$ cat src/rtl/mapper_pkg.sv
package mapper_pkg;
  typedef enum logic [3:0] {
    RG_NONE     = 4'd0,
    RG_MAIN     = 4'd1,
    RG_XRAM     = 4'd2,
    RG_GV_STD   = 4'd3,
    RG_GV_EXT   = 4'd4,
    RG_RMW_STD  = 4'd5,
    RG_RMW_EXT  = 4'd6,
    RG_BOOT     = 4'd7,
    RG_TEXT     = 4'd8,
    RG_CHAR     = 4'd9,
    RG_COMM     = 4'd10
  } region_e;

  function automatic region_e region_of(input logic [5:0] blk);
    if (blk < 6'h10)       return RG_MAIN;
    else if (blk < 6'h20)  return RG_XRAM;
    else if (blk < 6'h28)  return RG_GV_STD;
    else if (blk < 6'h30)  return RG_GV_EXT;
    else if (blk < 6'h32)  return RG_RMW_STD;
    else if (blk < 6'h34)  return RG_RMW_EXT;
    else if (blk < 6'h38)  return RG_BOOT;
    else if (blk == 6'h38) return RG_TEXT;
    else if (blk == 6'h39) return RG_CHAR;
    else if (blk < 6'h3C)  return RG_NONE;
    else                   return RG_COMM;
  endfunction

  function automatic logic is_vram(input region_e r);
    return (r == RG_GV_STD) || (r == RG_GV_EXT) || (r == RG_RMW_STD) ||
           (r == RG_RMW_EXT) || (r == RG_TEXT) || (r == RG_CHAR);
  endfunction

  function automatic logic [1:0] waits_of(input region_e r, input logic fetch);
    case (r)
      RG_GV_STD, RG_GV_EXT, RG_TEXT:   return 2'd1;
      RG_RMW_STD, RG_RMW_EXT, RG_CHAR: return 2'd2;
      RG_MAIN, RG_XRAM, RG_BOOT, RG_COMM: return fetch ? 2'd1 : 2'd0;
      default: return 2'd0;
    endcase
  endfunction
endpackage

$ cat src/rtl/map_index_ctrl.sv
module map_index_ctrl #(
  parameter int IDX_W = 3
) (
  input  logic             clk,
  input  logic             rst_n,
  input  logic             idx_load,
  input  logic [IDX_W-1:0] load_val,
  input  logic             idx_step,
  output logic [IDX_W-1:0] idx
);
  always_ff @(posedge clk) begin
    if (!rst_n)        idx <= '0;
    else if (idx_load) idx <= load_val;
    else if (idx_step) idx <= idx + 1'b1;
  end


  idx_step_chk: assert property (@(posedge clk) disable iff (!rst_n)
    (idx_step && !idx_load) |=> (idx == $past(idx) + 1'b1));


  idx_hold_chk: assert property (@(posedge clk) disable iff (!rst_n)
    (!idx_step && !idx_load) |=> $stable(idx));
endmodule

$ cat src/rtl/map_window_regs.sv
module map_window_regs #(
  parameter int WIN_N = 8,
  parameter int BLK_W = 6,
  localparam int IDX_W = $clog2(WIN_N)
) (
  input  logic             clk,
  input  logic             rst_n,
  input  logic             wr_en,
  input  logic [IDX_W-1:0] wr_idx,
  input  logic [BLK_W-1:0] wr_blk,
  input  logic [IDX_W-1:0] cpu_idx,
  output logic [BLK_W-1:0] sel_blk,
  output logic [BLK_W-1:0] cpu_blk
);
  logic [WIN_N-1:0][BLK_W-1:0] win;

  for (genvar n = 0; n < WIN_N; n++) begin : g_win
    always_ff @(posedge clk) begin
      if (!rst_n)
        win[n] <= BLK_W'(n);
      else if (wr_en && wr_idx == IDX_W'(n))
        win[n] <= wr_blk;
    end
  end

  assign sel_blk = win[wr_idx];
  assign cpu_blk = win[cpu_idx];


  win_hold_chk: assert property (@(posedge clk) disable iff (!rst_n)
    !wr_en |=> $stable(win));


  win_store_chk: assert property (@(posedge clk) disable iff (!rst_n)
    wr_en |=> (win[$past(wr_idx)] == $past(wr_blk)));
endmodule

$ cat src/rtl/map_region_decode.sv
module map_region_decode
  import mapper_pkg::*;
#(
  parameter int BLK_W = 6
) (
  input  logic             rst_n,
  input  logic [BLK_W-1:0] blk,
  input  logic             mem_req,
  input  logic             m1,
  output region_e          region,
  output logic [1:0]       wait_cnt,
  output logic             fetch_err
);
  logic vram_hit;

  always_comb begin
    region    = region_of(blk[5:0]);
    vram_hit  = is_vram(region);
    wait_cnt  = mem_req ? waits_of(region, m1) : 2'd0;
    fetch_err = mem_req && m1 && vram_hit;
  end

  always_comb begin
    if (rst_n) begin

      fetch_vram_chk: assert (!fetch_err || (wait_cnt != 2'd0));

      idle_quiet_chk: assert (mem_req || (wait_cnt == 2'd0 && !fetch_err));

      none_zero_chk: assert (region != RG_NONE || wait_cnt == 2'd0);
    end
  end
endmodule

$ cat src/rtl/bank_mapper.sv
module bank_mapper #(
  parameter int ADDR_W = 16,
  parameter int WIN_N  = 8,
  parameter int BLK_W  = 6,
  localparam int IDX_W = $clog2(WIN_N),
  localparam int OFF_W = ADDR_W - IDX_W
) (
  input  logic              clk,
  input  logic              rst_n,
  input  logic              io_wr,
  input  logic              io_rd,
  input  logic              io_port,
  input  logic [7:0]        io_wdata,
  output logic [7:0]        io_rdata,
  input  logic [ADDR_W-1:0] cpu_addr,
  input  logic              mem_req,
  input  logic              m1,
  output logic [BLK_W-1:0]  phys_block,
  output logic [OFF_W-1:0]  phys_offset,
  output logic [3:0]        region,
  output logic [1:0]        wait_cnt,
  output logic              fetch_err
);
  import mapper_pkg::*;

  logic             idx_load, data_acc, data_wr;
  logic [IDX_W-1:0] idx;
  logic [BLK_W-1:0] sel_blk;
  region_e          region_q;

  assign idx_load = io_wr && !io_port;
  assign data_acc = (io_wr || io_rd) && io_port;
  assign data_wr  = io_wr && io_port;

  map_index_ctrl #(.IDX_W(IDX_W)) u_idx (
    .clk(clk), .rst_n(rst_n), .idx_load(idx_load),
    .load_val(io_wdata[IDX_W-1:0]), .idx_step(data_acc), .idx(idx)
  );

  map_window_regs #(.WIN_N(WIN_N), .BLK_W(BLK_W)) u_win (
    .clk(clk), .rst_n(rst_n), .wr_en(data_wr), .wr_idx(idx),
    .wr_blk(io_wdata[BLK_W-1:0]), .cpu_idx(cpu_addr[ADDR_W-1 -: IDX_W]),
    .sel_blk(sel_blk), .cpu_blk(phys_block)
  );

  map_region_decode #(.BLK_W(BLK_W)) u_dec (
    .rst_n(rst_n), .blk(phys_block), .mem_req(mem_req), .m1(m1),
    .region(region_q), .wait_cnt(wait_cnt), .fetch_err(fetch_err)
  );

  assign region      = region_q;
  assign phys_offset = cpu_addr[OFF_W-1:0];
  assign io_rdata    = io_port ? 8'(sel_blk) : 8'(idx);


  fetch_err_chk: assert property (@(posedge clk) disable iff (!rst_n)
    fetch_err |-> (mem_req && m1));
endmodule

$ cat config.mk
export PLATFORM = sky130hd
export DESIGN_NAME = bank_mapper
export DESIGN_NICKNAME = d
export VERILOG_FILES = /design/src/rtl/mapper_pkg.sv /design/src/rtl/map_index_ctrl.sv /design/src/rtl/map_window_regs.sv /design/src/rtl/map_region_decode.sv /design/src/rtl/bank_mapper.sv
export SDC_FILE = /design/constraint.sdc
export NUM_CORES = 1
export LEC_CHECK = 0
export ABC_AREA = 0
export BUFFER_PORTS_ARGS = -buffer_cell sky130_fd_sc_hd__buf_2
export CORE_MARGIN = 1.5
export CORE_UTILIZATION = 50
export CTS_CLUSTER_DIAMETER = 40
export CTS_CLUSTER_SIZE = 30
export DETAILED_ROUTE_END_ITERATION = 7
export PLACE_DENSITY = 0.71
export SLEW_MARGIN = 0
export SYNTH_ARGS = -nofsm -noshare
export SYNTH_HDL_FRONTEND = slang
export SYNTH_HIERARCHICAL = 1
export SYNTH_SLANG_ARGS = --single-unit
$ cat constraint.sdc
create_clock -name clk -period 2.2 [get_ports clk]
set_input_delay 0 -clock clk [delete_from_list [all_inputs] [get_ports clk]]
set_output_delay 0 -clock clk [all_outputs]
set_load 0.02 [all_outputs]
==> summary.txt, run 1 <==
Finish
  • Final cell count without fillers: 368
  • Layout cell share with drive strength beyond 1: 37.9%
  • Final Util: 56.9%
  • Final instance area: 3430 um2
  • Antenna cells: 0
  • Final net count: 324
  • Commonest cells after routing, fill and taps aside: 49 x mux2i_1, 49 x dfxtp_1, 38 x nor2b_1
  • Area grow syn2layout: 8.13%

STA
  • Max transition margin: 60.3%
  • Unrepaired setup endpoints after global routing: no
  • Slew @ Worst Pin: 0.595 ns
  • Final hold vios: 0
  • Setup TNS Final: 0 ns
  • Max Slew Vio Count: 0
  • Final clock skew: 0.00841 ns
  • Crit path time final: 2.11 ns
  • Max Clock Freq: 473 MHz
  • Final count of negative-setup-slack endpoints: 0
  • Period utilisation layout: 96.1%

Global routing
  • Global-route wire length before repair: 10500 um
  • Number of global-route vias before repair: 2016
  • Tot GR Track Use: 21.6%
  • Largest net degree at the start of global routing: 28
  • Antenna violations before repair: 0
  • GRT overflow: 0

Worst setup path
  • Worst path max stage delay: 0.52 ns
  • Worst setup EP type: output pin
  • R2R depth: 4
  • CP startpoint kind: register
  • Setup slack, reg-to-reg: 0.50 ns
  • Crit path max-delay cell type: mux4_2
  • Crit Path Class: reg -> out
  • Req. time, crit path: 2.20 ns
  • Worst r2r dst: u_win/win[38]$_SDFFE_PN1P_
  • CP startpoint: u_idx/idx[2]$_SDFFE_PN0P_
  • Critical path capture point: io_rdata[2]
  • Crit path cell chain: buf_12 > mux4_2 > mux2_2 > mux2_4 > buf_2
  • Worst EP arrival: 2.11 ns
  • Critical R2R Launch: u_idx/idx[0]$_SDFFE_PN0P_
  • Max Fanout on Critical Path: 16

Floorplan
  • Initial Utilization: 52.6%
  • Core ar.: 6030 um2
  • Die height: 82.6 um
  • Die X: 82.6 um
  • DIE AREA: 6830 um2
  • Row count: 28
  • Top Ports: 65

Synthesis
  • Post-synth EDFFs: 0
  • Post-synthesis mux area share: 38.8%
  • Largest family of logic cells by synthesized area: multiplexers
  • Synth Cell Area: 3170 um2
  • Ys flop type: dfxtp_1
  • Synth Area in XOR/XNOR: 0.552%
  • Fraction of the mapped netlist area in simple logic gates: 16.2%
  • Synthesized flop and latch total: 51
  • Synth cell types: 42
  • Cells after Synth: 276
  • Synth warnings: 6
  • Register area share after synthesis: 32.2%
  • Synth Area in Adders: 0.394%
  • Syn Area/Cell: 11.5 um2
  • Post-synthesis compound-gate area fraction: 3.27%
  • Fraction of registers with async set or reset after synthesis: 0%

Min path
  • Hold crit path type: in -> out

Clock tree
  • CTS Buffer Depth: 2
  • H-tree Lvls: 2
  • Post-CTS setup buffers: 0
  • Post_cts resized: 2
  • CTS Root Cell: clkbuf_8
  • Cts bufs inserted: 5
  • Register clock-pin slew on the reported worst setup and hold paths: 0.09 ns
  • Hold buffers post-CTS: 0
  • CTS tree: done
  • Clk sinks: 51
  • Clk_lat worst skew: 0.30 ns

Detailed routing
  • Detail Route Antenna Nets: 0
  • Drt first pass iters: 4
  • Drt total wl: 6850 um
  • DR iter-0 viols: 133
  • Vias: 2125
  • DR WL/cell: 18.6 um
  • Vias per cell: 5.77
  • Drt drc: 0

Power and ir drop
  • Leak: 1.47 nW
  • Clock power frac: 30.8%
  • Peak VDD IR: 380 uV
  • Final Power: 1.90 mW
  • Net switching power: 0.501 mW
  • PD cells: 555 nW/um2
  • Switch share: 26.3%
  • P_int: 1.40 mW
  • Combinational power share: 18.2%
  • Seq pwr share: 51.0%

Placement
  • Placed insts: 360
  • Gp weighted congestion: 0.763
  • DP HPWL: 4790 um
  • PortBufs: 34
  • Area after DPL: 3320 um2

Run
  • MaxCap Viol Count: 0

Run status
  • Status: finished clean
==> power groups by stage <==
stage | Clock, mW | Combinational [mW] | Sequential [mW]
finish | 0.587 | 0.346 | 0.972
global route | 0.648 | 0.370 | 0.975
CTS | 0.607 | 0.346 | 0.972
detailed placement | 0 | 0.346 | 0.992
global placement | 0 | 0.340 | 0.991
floorplan | 0 | 0.301 | 0.977
==> cells in the mapped netlist (2+ instances only) <==
library cell  count  share of area, %
buf_6             4               1.4
nor2b_1          38               7.5
a21oi_1           3              0.47
inv_1             5              0.59
buf_2             8               1.3
dfxtp_1          51                32
mux4_1            5               4.1
nor4bb_1          2              0.63
buf_4            16               3.8
a211oi_2          2              0.79
and2_2            4              0.95
mux2i_1          49                15
nand3_1           2              0.32
mux2_2           12               4.3
nand4b_2          3               1.4
clkbuf_1         11               1.3
mux2_4            3               1.4
o21ai_0           2              0.32
mux4_2           19                13
nand2_1          15               1.8
==> critical path: cells and delay by family (launching register included) <==
kind / cells / cell delay [ns]
buffers and inverters: 2 / 0.35
multiplexers: 3 / 1.04
flip-flops: 1 / 0.41
==> through the flow <==
stage               setup WS (ns)  hold slack (ns)
floorplan                   0.366            0.113
global placement            0.330         0.000137
detailed placement          0.261         0.000137
CTS                        0.0637         0.000137
global route              0.00750        0.0000614
finish                     0.0867       0.00000883
==> how the worst min path moves through the flow <==
| stage | start | endpoint | cells after the start |
|---|---|---|---|
| final | cpu_addr[10] | phys_offset[10] | 0 |
| after detailed placement | cpu_addr[6] | phys_offset[6] | 0 |
| after global routing | cpu_addr[3] | phys_offset[3] | 0 |
| after global placement | cpu_addr[6] | phys_offset[6] | 0 |
| after floorplan | cpu_addr[0] | phys_offset[0] | 1 |
| after CTS | cpu_addr[6] | phys_offset[6] | 0 |
==> final cells by class <==
class | count | area (um2)
Inverter | 5 | 18.8
Multi-Input combinational cell | 181 | 1900
Timing Repair Buffer | 48 | 288
Clock buffer | 7 | 96.3
Fill cell | 537 | 2600
Tap cell | 75 | 93.8
Sequential cell | 51 | 1020
Clock inverter | 1 | 7.51
==> layer usage <==
metal,vias up,track usage (%),part of all wire [%]
met2,46,36.5,49
met4,0,7.17,1.6
li1,1008,-,-
met3,11,4.07,4.0
met5,-,0,0
met1,1060,27.8,45
==> sequential cells by signal, indices dropped and copies added, names as in the netlist <==
register,count
u_idx/idx,3
u_win/win,48
==> kinds of logic after synthesis <==
group                      after synthesis
muxes                                   88
buffers and inverters                   45
AOI/OAI and AO/OA                       13
and+or+nand+nor                         75
DFF                                     51
xor gates and xnor gates                 2
adders and majority gates                1
other                                    1
Note: power is estimated with default switching activity, not from simulation.
==> inputs of run 2 (changes only) <==
Settings changed: RECOVER_POWER set to 25, SYNTH_HIERARCHICAL 1 to unset.
==> summary.txt, run 2 <==
Run status
  • Status: finished with violations
  • Failing checks: negative setup slack

Detailed routing
  • Drt drc: 0
  • Vias per cell: 5.98
  • Drt first pass iters: 4
  • DR WL/cell: 19.0 um
  • Drt total wl: 8550 um
  • Detail Route Antenna Nets: 0
  • Vias: 2685
  • DR iter-0 viols: 262

Clock tree
  • Clk_lat worst skew: 0.31 ns
  • H-tree Lvls: 2
  • Cts bufs inserted: 5
  • Register clock-pin slew on the reported worst setup and hold paths: 0.09 ns
  • CTS tree: done
  • Clk sinks: 51
  • CTS Buffer Depth: 2
  • CTS Root Cell: clkbuf_8

STA
  • Final clock skew: 0.00923 ns
  • Slew @ Worst Pin: 0.641 ns
  • Final count of negative-setup-slack endpoints: 1
  • Setup TNS Final: -0.0140 ns
  • Unrepaired setup endpoints after global routing: yes
  • Worst hold slack: 0.00000775 ns
  • Final hold vios: 0
  • Period utilisation layout: 101%
  • Max transition margin: 57.1%
  • Final Worst Setup Slack: -0.0140 ns
  • Max Clock Freq: 452 MHz
  • Max Slew Vio Count: 0
  • Crit path time final: 2.21 ns

Synthesis
  • Synth Cell Area: 3170 um2
  • Synth cell types: 37
  • Synth warnings: 0
  • Most frequent cells after synthesis: 71 x nand2_1, 53 x nand3_1, 51 x dfxtp_1, 36 x a21boi_0, 26 x clkbuf_1
  • Synthesized flop and latch total: 51
  • Top-count cell post-synth: nand2_1
  • Fraction of registers with async set or reset after synthesis: 0%
  • Ys flop type: dfxtp_1
  • Synth top area share: 32.2%
  • Post-synth EDFFs: 0
  • Leading area contributor after synthesis: dfxtp_1
  • Top cells by area, synth: dfxtp_1 32%, mux4_2 12%, a21boi_0 8.5%
  • Register area share after synthesis: 32.2%
  • Syn Area/Cell: 9.01 um2
  • Cells after Synth: 352

Global routing
  • Global-route wire length before repair: 13600 um
  • GRT busiest layer: met2
  • Antenna violations before repair: 0
  • Met2 usage: 44.4%
  • Largest net degree at the start of global routing: 33
  • Met1 usage: 35.2%
  • GRT overflow: 0
  • Global Route met3 Usage: 5.16%
  • Number of global-route vias before repair: 2620
  • Tot GR Track Use: 27.5%

Floorplan
  • Die X: 82.7 um
  • Row count: 28
  • DIE AREA: 6830 um2
  • Core ar.: 6030 um2
  • Initial Utilization: 52.7%
  • Top Ports: 65
  • Die height: 82.7 um

Finish
  • Layout cell share with drive strength beyond 1: 29.1%
  • Commonest cells after routing, fill and taps aside: 71 x nand2_1, 53 x nand3_1, 41 x dfxtp_1
  • Antenna cells: 0
  • Biggest regs: u_win.win x48, u_idx.idx x3
  • Number of flip-flops in the largest register: 48
  • Final cell count without fillers: 449
  • Final net count: 410
  • Reg with most FFs: u_win.win
  • Area grow syn2layout: 11.3%
  • Commonest non-fill, non-tap cell in the layout: nand2_1
  • Filler Cells Inserted: 551

Worst setup path
  • Crit Path Class: reg -> out
  • Family with the most delay on the worst path: multiplexers
  • Worst setup EP type: output pin
  • Max Fanout on Critical Path: 6
  • Worst Path Buf+Inv: 1
  • CP startpoint kind: register
  • Crit path cell chain: mux4_2 > mux2_4 > a32o_2 > xnor2_1 > and3_1 > buf_6
  • Worst path max stage delay: 0.48 ns
  • Worst EP arrival: 2.21 ns
  • Crit path max-delay cell type: mux4_2
  • Req. time, crit path: 2.20 ns

Power and ir drop
  • Leak: 1.39 nW
  • Peak VDD IR: 407 uV
  • PD cells: 598 nW/um2

Run
  • MaxCap Viol Count: 0

Min path
  • Hold crit path type: in -> out

Placement
  • DP HPWL: 5910 um
  • PortBufs: 34
  • Gp weighted congestion: 0.853
  • Placed insts: 434
==> run 2: cell types whose count changed after synthesis, sizes merged, moves of 5 or more <==
cell / delta
nand3: +51
a21boi: +37
nor2: +5
clkbuf: +15
mux2: -13
ha: +5
and2: -5
nor2b: -34
a21oi: +5
nand2: +56
mux2i: -38
buf: -9
inv: +6
==> run 2: repair_timing <==
action / 4_1_cts / 5_1_grt
hold endpoints to repair: 2 / 0
setup buffers: 6 / 0
resized for setup: 19 / 6
pin swaps: 4 / 4
endpoints found under the setup margin: 2 / 2
hold buffers: 1 / 0
==> run 2: per-stage QoR <==
stage	setup WS [ns]	area, um2	util (%)	power (mW)
floorplan	0.196	3180	-	1.27
global placement	0.202	3320	55.1	1.34
detailed placement	0.163	3320	55.1	1.35
CTS	-0.0123	3520	58.5	2.12
global route	-0.112	3530	58.6	2.21
finish	-0.0140	3530	58.6	2.11
==> run 2: cell type report <==
type                       count  area (um2)  area share, %
sequential                    51        1030           29.3
inverter                      11        41.3           1.17
timing repair buffer          59         367           10.4
clock inverter                 2        60.1           1.70
clock buffer                   6        72.6           2.05
tap                           75        93.8           2.66
multi-input combinational    245        1860           52.8
==> run 2: logic make-up after synthesis <==
| group | share of synthesized area [%] |
|---|---|
| buf+inv | 9.27 |
| xor+xnor | 0.276 |
| mux | 23.2 |
| compound gates | 13.7 |
| fa+ha+maj | 2.37 |
| flops | 32.2 |
| other cells | 0.118 |
| simple gates | 18.9 |
==> run 2: per-layer routing <==
metal | share of wire [%] | vias up
met5 | 0 | -
met4 | 3.3 | 0
met3 | 6.0 | 16
met2 | 49 | 110
met1 | 42 | 1291
li1 | - | 1268
==> run 2: worst paths after layout <==
check	endpoint	slack (ns)	from	cells after the start
setup reg to reg	u_win.win[6]$_SDFFE_PN1P_	0.09	u_idx.idx[1]$_SDFFE_PN0P_	6
setup / recovery	wait_cnt[1]	-0.01	u_win.win[35]$_SDFFE_PN0P_	6
hold reg to reg	u_win.win[34]$_SDFFE_PN0P_	0.48	u_win.win[34]$_SDFFE_PN0P_	2
hold / removal	phys_offset[10]	0.000008	cpu_addr[10]	0
==> run 2: worst reg2reg max path: cells and delay by family (launching register included) <==
family	cells	cell delay [ns]
fa+ha+maj	1	0.56
buf+inv	2	0.50
simple gates	3	0.60
flops	1	0.33
==> run 2: where the power goes <==
part           leakage [nW]  internal (mW)  total, mW  switching, mW
combinational         0.913          0.151      0.382          0.231
sequential            0.414          0.944      0.960         0.0161
clock                0.0654          0.455      0.772          0.317
total                  1.39           1.55       2.11          0.564
